## config.mk

```make
export PLATFORM = sky130hd
export DESIGN_NAME = sb_hazard_ctrl
export DESIGN_NICKNAME = d
export VERILOG_FILES = /design/src/rtl/sb_pkg.sv /design/src/rtl/sb_issue_gate.sv /design/src/rtl/sb_wb_select.sv /design/src/rtl/sb_hazard_ctrl.sv
export SDC_FILE = /design/constraint.sdc
export NUM_CORES = 1
export LEC_CHECK = 0
export ABC_CLOCK_PERIOD_IN_PS = 3300
export BUFFER_PORTS_ARGS = -buffer_cell sky130_fd_sc_hd__buf_4
export CAP_MARGIN = 20
export CORE_MARGIN = 3
export CORE_UTILIZATION = 60
export DETAILED_ROUTE_END_ITERATION = 6
export PLACE_DENSITY_LB_ADDON = 0.12
export REMOVE_ABC_BUFFERS = 1
export SLEW_MARGIN = 20
export SYNTH_ARGS = -nofsm -noshare
export SYNTH_HDL_FRONTEND = slang
export SYNTH_SLANG_ARGS = --single-unit
```

## constraint.sdc

```tcl
create_clock -name clk -period 3.3 [get_ports clk]
set_input_delay 0.165 -clock clk [delete_from_list [all_inputs] [get_ports clk]]
set_output_delay 0.165 -clock clk [all_outputs]
set_load 0.02 [all_outputs]
```

## src/rtl/sb_pkg.sv

```systemverilog
package sb_pkg;
    localparam int NUM_FU  = 3;
    localparam int NUM_REG = 8;
    localparam int OP_W    = 4;
    localparam int FU_W    = (NUM_FU > 1) ? $clog2(NUM_FU) : 1;
    localparam int REG_W   = (NUM_REG > 1) ? $clog2(NUM_REG) : 1;

    typedef enum logic [1:0] {
        PH_IDLE  = 2'd0,
        PH_READ  = 2'd1,
        PH_EXEC  = 2'd2,
        PH_WRITE = 2'd3
    } phase_e;

    typedef struct packed {
        phase_e             phase;
        logic [OP_W-1:0]    op;
        logic [REG_W-1:0]   dst;
        logic [REG_W-1:0]   src_a;
        logic [REG_W-1:0]   src_b;
        logic               wait_a;
        logic               wait_b;
        logic [FU_W-1:0]    prod_a;
        logic [FU_W-1:0]    prod_b;
        logic               rdy_a;
        logic               rdy_b;
    } unit_entry_t;

    typedef struct packed {
        logic               pend;
        logic [FU_W-1:0]    owner;
    } reg_owner_t;

    typedef struct packed {
        unit_entry_t [NUM_FU-1:0]  unit;
        reg_owner_t  [NUM_REG-1:0] regs;
    } sb_state_t;
endpackage

```

## src/rtl/sb_issue_gate.sv

```systemverilog
module sb_issue_gate
    import sb_pkg::*;
(
    input  logic               instr_valid,
    input  logic [FU_W-1:0]    instr_fu,
    input  logic [REG_W-1:0]   instr_dst,
    input  logic [NUM_FU-1:0]  unit_busy,
    input  logic [NUM_REG-1:0] reg_pend,
    output logic               stall,
    output logic [NUM_FU-1:0]  issue_grant
);
    logic sel_busy;
    logic dst_pend;

    // Out-of-range unit indices look busy and are never granted.
    always_comb begin
        sel_busy = 1'b1;
        for (int f = 0; f < NUM_FU; f++) begin
            if (instr_fu == FU_W'(f)) begin
                sel_busy = unit_busy[f];
            end
        end
    end

    assign dst_pend = reg_pend[instr_dst];
    assign stall    = instr_valid && (sel_busy || dst_pend);

    for (genvar f = 0; f < NUM_FU; f++) begin : g_grant
        assign issue_grant[f] = instr_valid && !stall && (instr_fu == FU_W'(f));
    end
endmodule

```

## src/rtl/sb_wb_select.sv

```systemverilog
module sb_wb_select
    import sb_pkg::*;
(
    input  logic [NUM_FU-1:0]             at_write,
    input  logic [NUM_FU-1:0]             at_read,
    input  logic [NUM_FU-1:0][REG_W-1:0]  dst,
    input  logic [NUM_FU-1:0][REG_W-1:0]  src_a,
    input  logic [NUM_FU-1:0][REG_W-1:0]  src_b,
    input  logic [NUM_FU-1:0]             rdy_a,
    input  logic [NUM_FU-1:0]             rdy_b,
    output logic [NUM_FU-1:0]             wb_grant,
    output logic                          wb_any,
    output logic [FU_W-1:0]               wb_fu,
    output logic [REG_W-1:0]              wb_dst
);
    logic [NUM_FU-1:0] war_hold;
    logic [NUM_FU-1:0] cand;

    for (genvar f = 0; f < NUM_FU; f++) begin : g_war
        always_comb begin
            war_hold[f] = 1'b0;
            for (int g = 0; g < NUM_FU; g++) begin
                if (g != f && at_read[g]) begin
                    if ((rdy_a[g] && src_a[g] == dst[f]) ||
                        (rdy_b[g] && src_b[g] == dst[f])) begin
                        war_hold[f] = 1'b1;
                    end
                end
            end
        end
        assign cand[f] = at_write[f] && !war_hold[f];
    end

    // Fixed priority: the lowest-numbered candidate wins.
    always_comb begin
        wb_grant = '0;
        wb_any   = 1'b0;
        wb_fu    = '0;
        wb_dst   = '0;
        for (int f = NUM_FU - 1; f >= 0; f--) begin
            if (cand[f]) begin
                wb_grant = '0;
                wb_grant[f] = 1'b1;
                wb_any   = 1'b1;
                wb_fu    = FU_W'(f);
                wb_dst   = dst[f];
            end
        end
    end
endmodule

```

## src/rtl/sb_hazard_ctrl.sv

```systemverilog
module sb_hazard_ctrl
    import sb_pkg::*;
(
    input  logic                    clk,
    input  logic                    rst_n,
    input  logic                    instr_valid,
    input  logic [OP_W-1:0]         instr_op,
    input  logic [FU_W-1:0]         instr_fu,
    input  logic [REG_W-1:0]        instr_dst,
    input  logic [REG_W-1:0]        instr_src1,
    input  logic [REG_W-1:0]        instr_src2,
    input  logic [NUM_FU-1:0]       exec_done,
    output logic                    stall,
    output logic [NUM_FU-1:0]       issue_grant,
    output logic [NUM_FU-1:0]       read_grant,
    output logic [NUM_FU-1:0]       wb_grant,
    output logic [REG_W-1:0]        wb_dst,
    output logic [NUM_FU*OP_W-1:0]  fu_op
);
    sb_state_t st_q, st_d;

    logic [NUM_FU-1:0]             unit_busy, at_read, at_write, rdy_a, rdy_b;
    logic [NUM_FU-1:0][REG_W-1:0]  u_dst, u_src_a, u_src_b;
    logic [NUM_REG-1:0]            reg_pend;
    logic                          wb_any;
    logic [FU_W-1:0]               wb_fu;

    for (genvar f = 0; f < NUM_FU; f++) begin : g_view
        assign unit_busy[f]  = st_q.unit[f].phase != PH_IDLE;
        assign at_read[f]    = st_q.unit[f].phase == PH_READ;
        assign at_write[f]   = st_q.unit[f].phase == PH_WRITE;
        assign rdy_a[f]      = st_q.unit[f].rdy_a;
        assign rdy_b[f]      = st_q.unit[f].rdy_b;
        assign u_dst[f]      = st_q.unit[f].dst;
        assign u_src_a[f]    = st_q.unit[f].src_a;
        assign u_src_b[f]    = st_q.unit[f].src_b;
        assign read_grant[f] = at_read[f] && rdy_a[f] && rdy_b[f];
        assign fu_op[f*OP_W +: OP_W] = st_q.unit[f].op;
    end

    for (genvar r = 0; r < NUM_REG; r++) begin : g_regs
        assign reg_pend[r] = st_q.regs[r].pend;
    end

    sb_issue_gate u_issue (
        .instr_valid (instr_valid),
        .instr_fu    (instr_fu),
        .instr_dst   (instr_dst),
        .unit_busy   (unit_busy),
        .reg_pend    (reg_pend),
        .stall       (stall),
        .issue_grant (issue_grant)
    );

    sb_wb_select u_wb (
        .at_write (at_write),
        .at_read  (at_read),
        .dst      (u_dst),
        .src_a    (u_src_a),
        .src_b    (u_src_b),
        .rdy_a    (rdy_a),
        .rdy_b    (rdy_b),
        .wb_grant (wb_grant),
        .wb_any   (wb_any),
        .wb_fu    (wb_fu),
        .wb_dst   (wb_dst)
    );

    reg_owner_t own_a, own_b;
    logic       hold_a, hold_b;

    // A source is still awaited unless its writer finishes this very cycle.
    always_comb begin
        own_a  = st_q.regs[instr_src1];
        own_b  = st_q.regs[instr_src2];
        hold_a = own_a.pend && !(wb_any && wb_fu == own_a.owner);
        hold_b = own_b.pend && !(wb_any && wb_fu == own_b.owner);
    end

    always_comb begin
        st_d = st_q;

        // Write-back: wake consumers, free the unit, clear the register owner.
        if (wb_any) begin
            for (int g = 0; g < NUM_FU; g++) begin
                if (st_q.unit[g].wait_a && st_q.unit[g].prod_a == wb_fu) begin
                    st_d.unit[g].wait_a = 1'b0;
                    st_d.unit[g].rdy_a  = 1'b1;
                end
                if (st_q.unit[g].wait_b && st_q.unit[g].prod_b == wb_fu) begin
                    st_d.unit[g].wait_b = 1'b0;
                    st_d.unit[g].rdy_b  = 1'b1;
                end
            end
            st_d.regs[wb_dst].pend = 1'b0;
        end

        for (int f = 0; f < NUM_FU; f++) begin
            if (wb_grant[f]) begin
                st_d.unit[f].phase = PH_IDLE;
            end else if (read_grant[f]) begin
                st_d.unit[f].phase = PH_EXEC;
                st_d.unit[f].rdy_a = 1'b0;
                st_d.unit[f].rdy_b = 1'b0;
            end else if (st_q.unit[f].phase == PH_EXEC && exec_done[f]) begin
                st_d.unit[f].phase = PH_WRITE;
            end

            if (issue_grant[f]) begin
                st_d.unit[f].phase  = PH_READ;
                st_d.unit[f].op     = instr_op;
                st_d.unit[f].dst    = instr_dst;
                st_d.unit[f].src_a  = instr_src1;
                st_d.unit[f].src_b  = instr_src2;
                st_d.unit[f].wait_a = hold_a;
                st_d.unit[f].wait_b = hold_b;
                st_d.unit[f].prod_a = own_a.owner;
                st_d.unit[f].prod_b = own_b.owner;
                st_d.unit[f].rdy_a  = !hold_a;
                st_d.unit[f].rdy_b  = !hold_b;
                st_d.regs[instr_dst].pend  = 1'b1;
                st_d.regs[instr_dst].owner = FU_W'(f);
            end
        end
    end

    always_ff @(posedge clk or negedge rst_n) begin
        if (!rst_n) begin
            st_q <= '0;
        end else begin
            st_q <= st_d;
        end
    end
endmodule

```

# Yosys cells after proc, flatten, opt, wreduce, memory -nomap -nowiden
# Index checks and enable logic that the tools add are counted.
# classes
order_cmp	6
eq_ne	31
reduce_logical	78
muxes	84
# op_table
cell	n
$bwmux W24	7
$mux W2	24
$mux W24	2
$mux W47	1
$mux W23	2
$logic_and A1 B1 Y1	41
$eq A3 B3 Y1	12
$mux W1	31
$mux W3	10
$demux W3 S3	3
$mux W26	1
$reduce_bool A2 Y1	12
$bmux W3 S3	2
$eq A2 B2 Y1	8
$lt A3 B4 Y1 const B	4
$eq A2 B2 Y1 const B	7
$reduce_and A2 Y1	6
$reduce_bool A4 Y1	3
$eq A2 B1 Y1 const B	4
$logic_not A1 Y1	8
$logic_or A1 B1 Y1	7
$ge A3 B1 Y1 const B	2
$bmux W1 S3	1
$logic_not A2 Y1	1
# totals
word_cells	248
register_bits	93
inputBits	21
output_inout_bits	25

# Longest topological paths before layout
# logic_depth
word_depth	27
ltp_mapped	11
ltp_nobuf	8

# Hierarchy
# A second synthesis with hierarchy kept.
# hier_totals
cells_unflattened	480
area_unflattened_um2	5342.6
# by_module_without_submodules
module	cells_each	area_each_um2	seq_area_each_um2	instances
sb_hazard_ctrl	372	4460.5	2327.2	1
sb_wb_select	91	750.7	0.0	1
sb_issue_gate	17	131.4	0.0	1

# Least setup slack after synthesis
# OpenSTA, ideal clock, no wires.
# synth_path
kind	register to register
from	register st_q[38] (netlist bit)
to	register st_q[76] (netlist bit)
slack_ns	0.858
synth_period_minus_slack_ns	2.442
required_time_ns	3.180
path_buffers	3
stages_incl_launch_ff	12
arrival_time_ns	2.322
cell_sequence	dfrtp_1 -> buf_6 -> xnor2_1 -> nand4_1 -> a21boi_2 -> or2_1 -> buf_4 -> inv_2 -> buf_4 -> nor2_1 -> a211oi_1 -> a31o_2
# synth_via
elab_chain_len	15
word_cells_on_any_way	28
# synth_rtl
item	line_no	source
from (decl)	sb_hazard_ctrl.sv:20	sb_state_t st_q, st_d;
from (signal assigned)	sb_hazard_ctrl.sv:131	st_q <= st_d;
$eq A3 B3 Y1 (on tied branches)	sb_wb_select.sv:24, sb_wb_select.sv:25	
$logic_and A1 B1 Y1 (on tied branches)	sb_wb_select.sv:24, sb_wb_select.sv:25	
$logic_or A1 B1 Y1	sb_wb_select.sv:24	if ((rdy_a[g] && src_a[g] == dst[f]) ||
$mux W1	sb_wb_select.sv:24	
$mux W1	sb_wb_select.sv:23	if (g != f && at_read[g]) begin
$mux W1	sb_wb_select.sv:24	
$mux W1 (*)	sb_wb_select.sv:23	
$logic_not A1 Y1 (*)	sb_wb_select.sv:31	assign cand[f] = at_write[f] && !war_hold[f];
$logic_and A1 B1 Y1 (*)	sb_wb_select.sv:31	
$mux W2	sb_wb_select.sv:41	if (cand[f]) begin
$eq A2 B2 Y1	sb_hazard_ctrl.sv:77	hold_b = own_b.pend && !(wb_any && wb_fu == own_b.owner);
$logic_and A1 B1 Y1	sb_hazard_ctrl.sv:77	
$logic_not A1 Y1	sb_hazard_ctrl.sv:77	
$logic_and A1 B1 Y1	sb_hazard_ctrl.sv:77	
$mux W23	sb_hazard_ctrl.sv:109	if (issue_grant[f]) begin
# Every way passes the cells marked *; elsewhere a longest branch is shown, timed or not.
# A chain may end at the register's enable or synchronous reset.

# Final worst setup path
# layout_path
from	register st_q, in the netlist reg_pend[3]
to	output port issue_grant[1]
# layout_via
elab_chain_len	7
# layout_rtl
item	line_no	source
$bmux W1 S3	sb_issue_gate.sv:25	assign dst_pend = reg_pend[instr_dst];
$mux W1 (not written as such)	sb_issue_gate.sv:25	
$logic_or A1 B1 Y1	sb_issue_gate.sv:26	assign stall = instr_valid && (sel_busy || dst_pend);
$logic_and A1 B1 Y1	sb_issue_gate.sv:26	
$logic_not A1 Y1	sb_issue_gate.sv:29	assign issue_grant[f] = instr_valid && !stall && (instr_fu == FU_W'(f));
$logic_and A1 B1 Y1 (2 in a row)	sb_issue_gate.sv:29	
to (decl)	sb_hazard_ctrl.sv:14	output logic [NUM_FU-1:0] issue_grant,
# No other way between the ends. The select of a mux whose other input is x is not followed.

==> out/summary.txt <==
=====================================================================================
Most common cell after layout, fill and taps aside                            nand2_1
Fraction of synthesized cell area taken by the top area cell type               0.437
Setup-failing EPs final                                                             0
Count of buffers from port buffering                                               45
Starting density of the core                                                    0.633
Fraction of the cycle the final worst path needs                                0.951
Synth Cell Area                                                              5330 um2
Power density normalized to cell area                                      905 nW/um2
Critical R2R Capture                                                     st_q[31]$_DFFE_PN0P_
Combined area of the multi-input logic cells                                 2670 um2
Die X                                                                          100 um
First-pass GRT wire length                                                   22600 um
Detailed placement HPWL                                                       9700 um
Category of the worst setup path capture point                           primary output
Layout overhead on the synthesized area                                         9.25%
Root cell of the clock tree                                                  clkbuf_8
Via count of the routed design                                                   4326
DRC Markers                                                                         0
Share of synthesized registers carrying an async set or reset                    1.00
Static power due to leakage                                                   2.67 nW
Seq. cell area                                                               2330 um2
Worst Setup SP                                                           reg_pend[3]$_DFF_PN0_
Count of routing violations after the opening detailed-route iteration            382
Setup skew after layout                                                    0.00792 ns
#FFs+latches synth                                                                 93
Sequential area share after synthesis                                           0.437
Worst r2r path cells                                                                8
Largest net degree at the start of global routing                                  73
Unique masters post-synth                                                          60
Max-Slew Margin vs Limit                                                        0.393
Number of synthesized flops with an enable pin                                      0
Count of pins over their slew limit                                                 0
Gpl congestion                                                                  0.923
Average detailed-routed wire length per instance                              20.0 um
Die Footprint                                                               10100 um2
Total wire length after detailed routing                                     13900 um
Slack of the worst reg-to-reg path                                            0.55 ns
Core area                                                                    8420 um2
Maximum fanout count along the critical path                                       19
Initial antenna violation count                                                     0
Layout net count                                                                  605
Drt first pass iters                                                                5
Overall die height                                                             100 um
Ports placed on the boundary                                                       46
TritonCTS buffer count                                                              9
Arrival @ worst endpoint                                                      2.97 ns
Share of cells above drive strength 1                                           0.211
Max Root-Sink Buffers                                                               2
Least-Margin Pin Slew                                                        0.910 ns
Type of the worst setup path                                                  reg2out
Ratio of routed vias to standard cells                                           6.23
Insertion delay of the later-clocked pin in the worst-skew pair               0.37 ns
Register clock-pin slew on the reported worst setup and hold paths            0.10 ns
Overflow left after global routing                                                  0
H-tree levels                                                                       3
Peak VDD IR                                                                  0.423 mV
Dominant cells by area after synthesis                                   dfrtp_1, nand2_1, mux4_2
Number of antenna-violating nets in the routed design                               0
Total Neg Setup Slack                                                            0 ns
Sink Count                                                                         93
Number of global-route vias before repair                                        4273
Final Hold Violating Endpoints                                                      0
Post-route core utilization                                                     0.691
Achievable clock frequency                                                    319 MHz
Post-Synthesis Cells                                                              561
Diode count                                                                         0
Max-cap violations                                                                  0
CTS tree                                                                          yes
Number of warning messages in the yosys log                                         0
Most frequently used flop master after synthesis                              dfrtp_1
Biggest area consumer among synthesized cells                                 dfrtp_1
Kind of launch point of the worst setup path                                     flop
Unrepaired setup endpoints after global routing                                 false
Crit path time final                                                          3.14 ns
Post-Syn Area per Cell                                                       9.50 um2
Standard-cell row count                                                            33
Required time worst endpoint                                                  3.13 ns
Worst hold path type                                                           in2reg
End of the critical path                                                 issue_grant[1]
Startpoint of the worst register-to-register path                        reg_pend[3]$_DFF_PN0_
Post-CTS repair timing setup buffer count                                           0
Overall track demand over capacity in global routing                            0.291
Fillcell total                                                                    667
Leading cell types in the layout, fill and taps excluded                 nand2_1, dfrtp_1, buf_4
Result of the run                                                        finished clean
=====================================================================================
[how the worst min path moves through the flow]
stage | from | end | slack (ns) | cells past startpoint
2_1_floorplan | rst_n | fu_op[0]$_DFFE_PN0P_ | -0.13 | 0
3_3_place_gp | rst_n | st_q[56]$_DFFE_PN0P_ | 0.35 | 1
3_5_place_dp | rst_n | st_q[55]$_DFFE_PN0P_ | 0.36 | 1
4_1_cts | instr_op[2] | fu_op[2]$_DFFE_PN0P_ | 0.003 | 3
5_1_grt | instr_op[2] | fu_op[2]$_DFFE_PN0P_ | 0.01 | 3
6_report | instr_op[2] | fu_op[2]$_DFFE_PN0P_ | 0.01 | 3
[report_power, final]
part / switching (W) / internal, W
combinational: 0.00120 / 0.00108
sequential: 0.000584 / 0.00164
clock: 0.000456 / 0.000317
total: 0.00224 / 0.00304
[cell type report]
| class | instances | area share |
|---|---|---|
| well taps | 105 | 0.0226 |
| clock buffers | 10 | 0.0236 |
| repair buffers | 57 | 0.0752 |
| inverters | 15 | 0.00988 |
| multi-input cells | 408 | 0.458 |
| clock inverters | 6 | 0.0112 |
| flip-flops and latches | 93 | 0.400 |
[what timing repair did]
action	in CTS	in global routing
resized for setup	0	1
hold buffers	4	0
hold endpoints to repair	77	0
endpoints found under the setup margin	0	1
[flip-flops by register name (all words and copies together), names as in the netlist]
register and flops:
st_q 67, fu_op 12, rdy_b 3, reg_pend 8
rdy_a 3
[cell usage after synthesis, types with 2 or more instances]
| cell | number |
|---|---|
| o211ai_1 | 7 |
| mux4_2 | 13 |
| a41oi_1 | 2 |
| nand3b_1 | 4 |
| inv_2 | 3 |
| and3_1 | 4 |
| nor4b_1 | 5 |
| and4_1 | 3 |
| or3_1 | 7 |
| o21a_1 | 2 |
| a211oi_1 | 2 |
| o22ai_1 | 2 |
| a21oi_1 | 6 |
| mux2_4 | 4 |
| nand2b_1 | 2 |
| inv_1 | 12 |
| nor4_1 | 5 |
| nand3_1 | 15 |
| o32ai_1 | 2 |
| mux2_2 | 11 |
| dfrtp_1 | 93 |
| or3b_2 | 2 |
| nor2b_1 | 17 |
| a31oi_1 | 11 |
| and2_1 | 2 |
| a31o_2 | 4 |
| o31ai_1 | 6 |
| xnor2_1 | 30 |
| buf_2 | 14 |
| or2_2 | 10 |
| buf_4 | 15 |
| clkbuf_1 | 11 |
| o21ai_0 | 35 |
| nor2_1 | 25 |
| nand4_1 | 4 |
| and3b_1 | 3 |
| nor3_1 | 7 |
| buf_6 | 5 |
| xor2_1 | 6 |
| or2_1 | 2 |
| nand2_1 | 129 |
[routing by layer]
metal,wire length [um],track usage,up-vias
met4,426,0.114,0
met2,6570,0.455,197
met3,1060,0.0514,30
met1,5850,0.406,2114
met5,0,0,-
li1,-,-,1985
[worst max-delay path: stages, from the launching register on]
cell      delay [ns]
dfrtp_1         0.43
mux4_1          0.57
mux2i_4         0.23
nand4_4         0.20
or3_1           0.62
clkinv_2        0.34
buf_4           0.20
[through the flow]
stage	instance area (um2)	total power, W	std cells	hold WS, ns	setup WS [ns]
after floorplan	5050	0.00366	516	-0.131	0.305
after global placement	5580	0.00437	674	0.347	0.620
after detailed placement	5580	0.00447	674	0.360	0.546
after CTS	5820	0.00525	694	0.00272	0.104
after global routing	5820	0.00562	694	0.0138	0.0610
final	5820	0.00527	694	0.00973	0.160
[logic make-up (layout without fill, tap and decap cells)]
family	Yosys count	after routing	synth area share
xor+xnor	36	36	0.0591
flops	93	93	0.437
compound gates	93	93	0.116
mux	30	30	0.0986
buf+inv	60	88	0.0631
simple gates	249	249	0.226
Note: power is estimated with default switching activity, not from simulation.
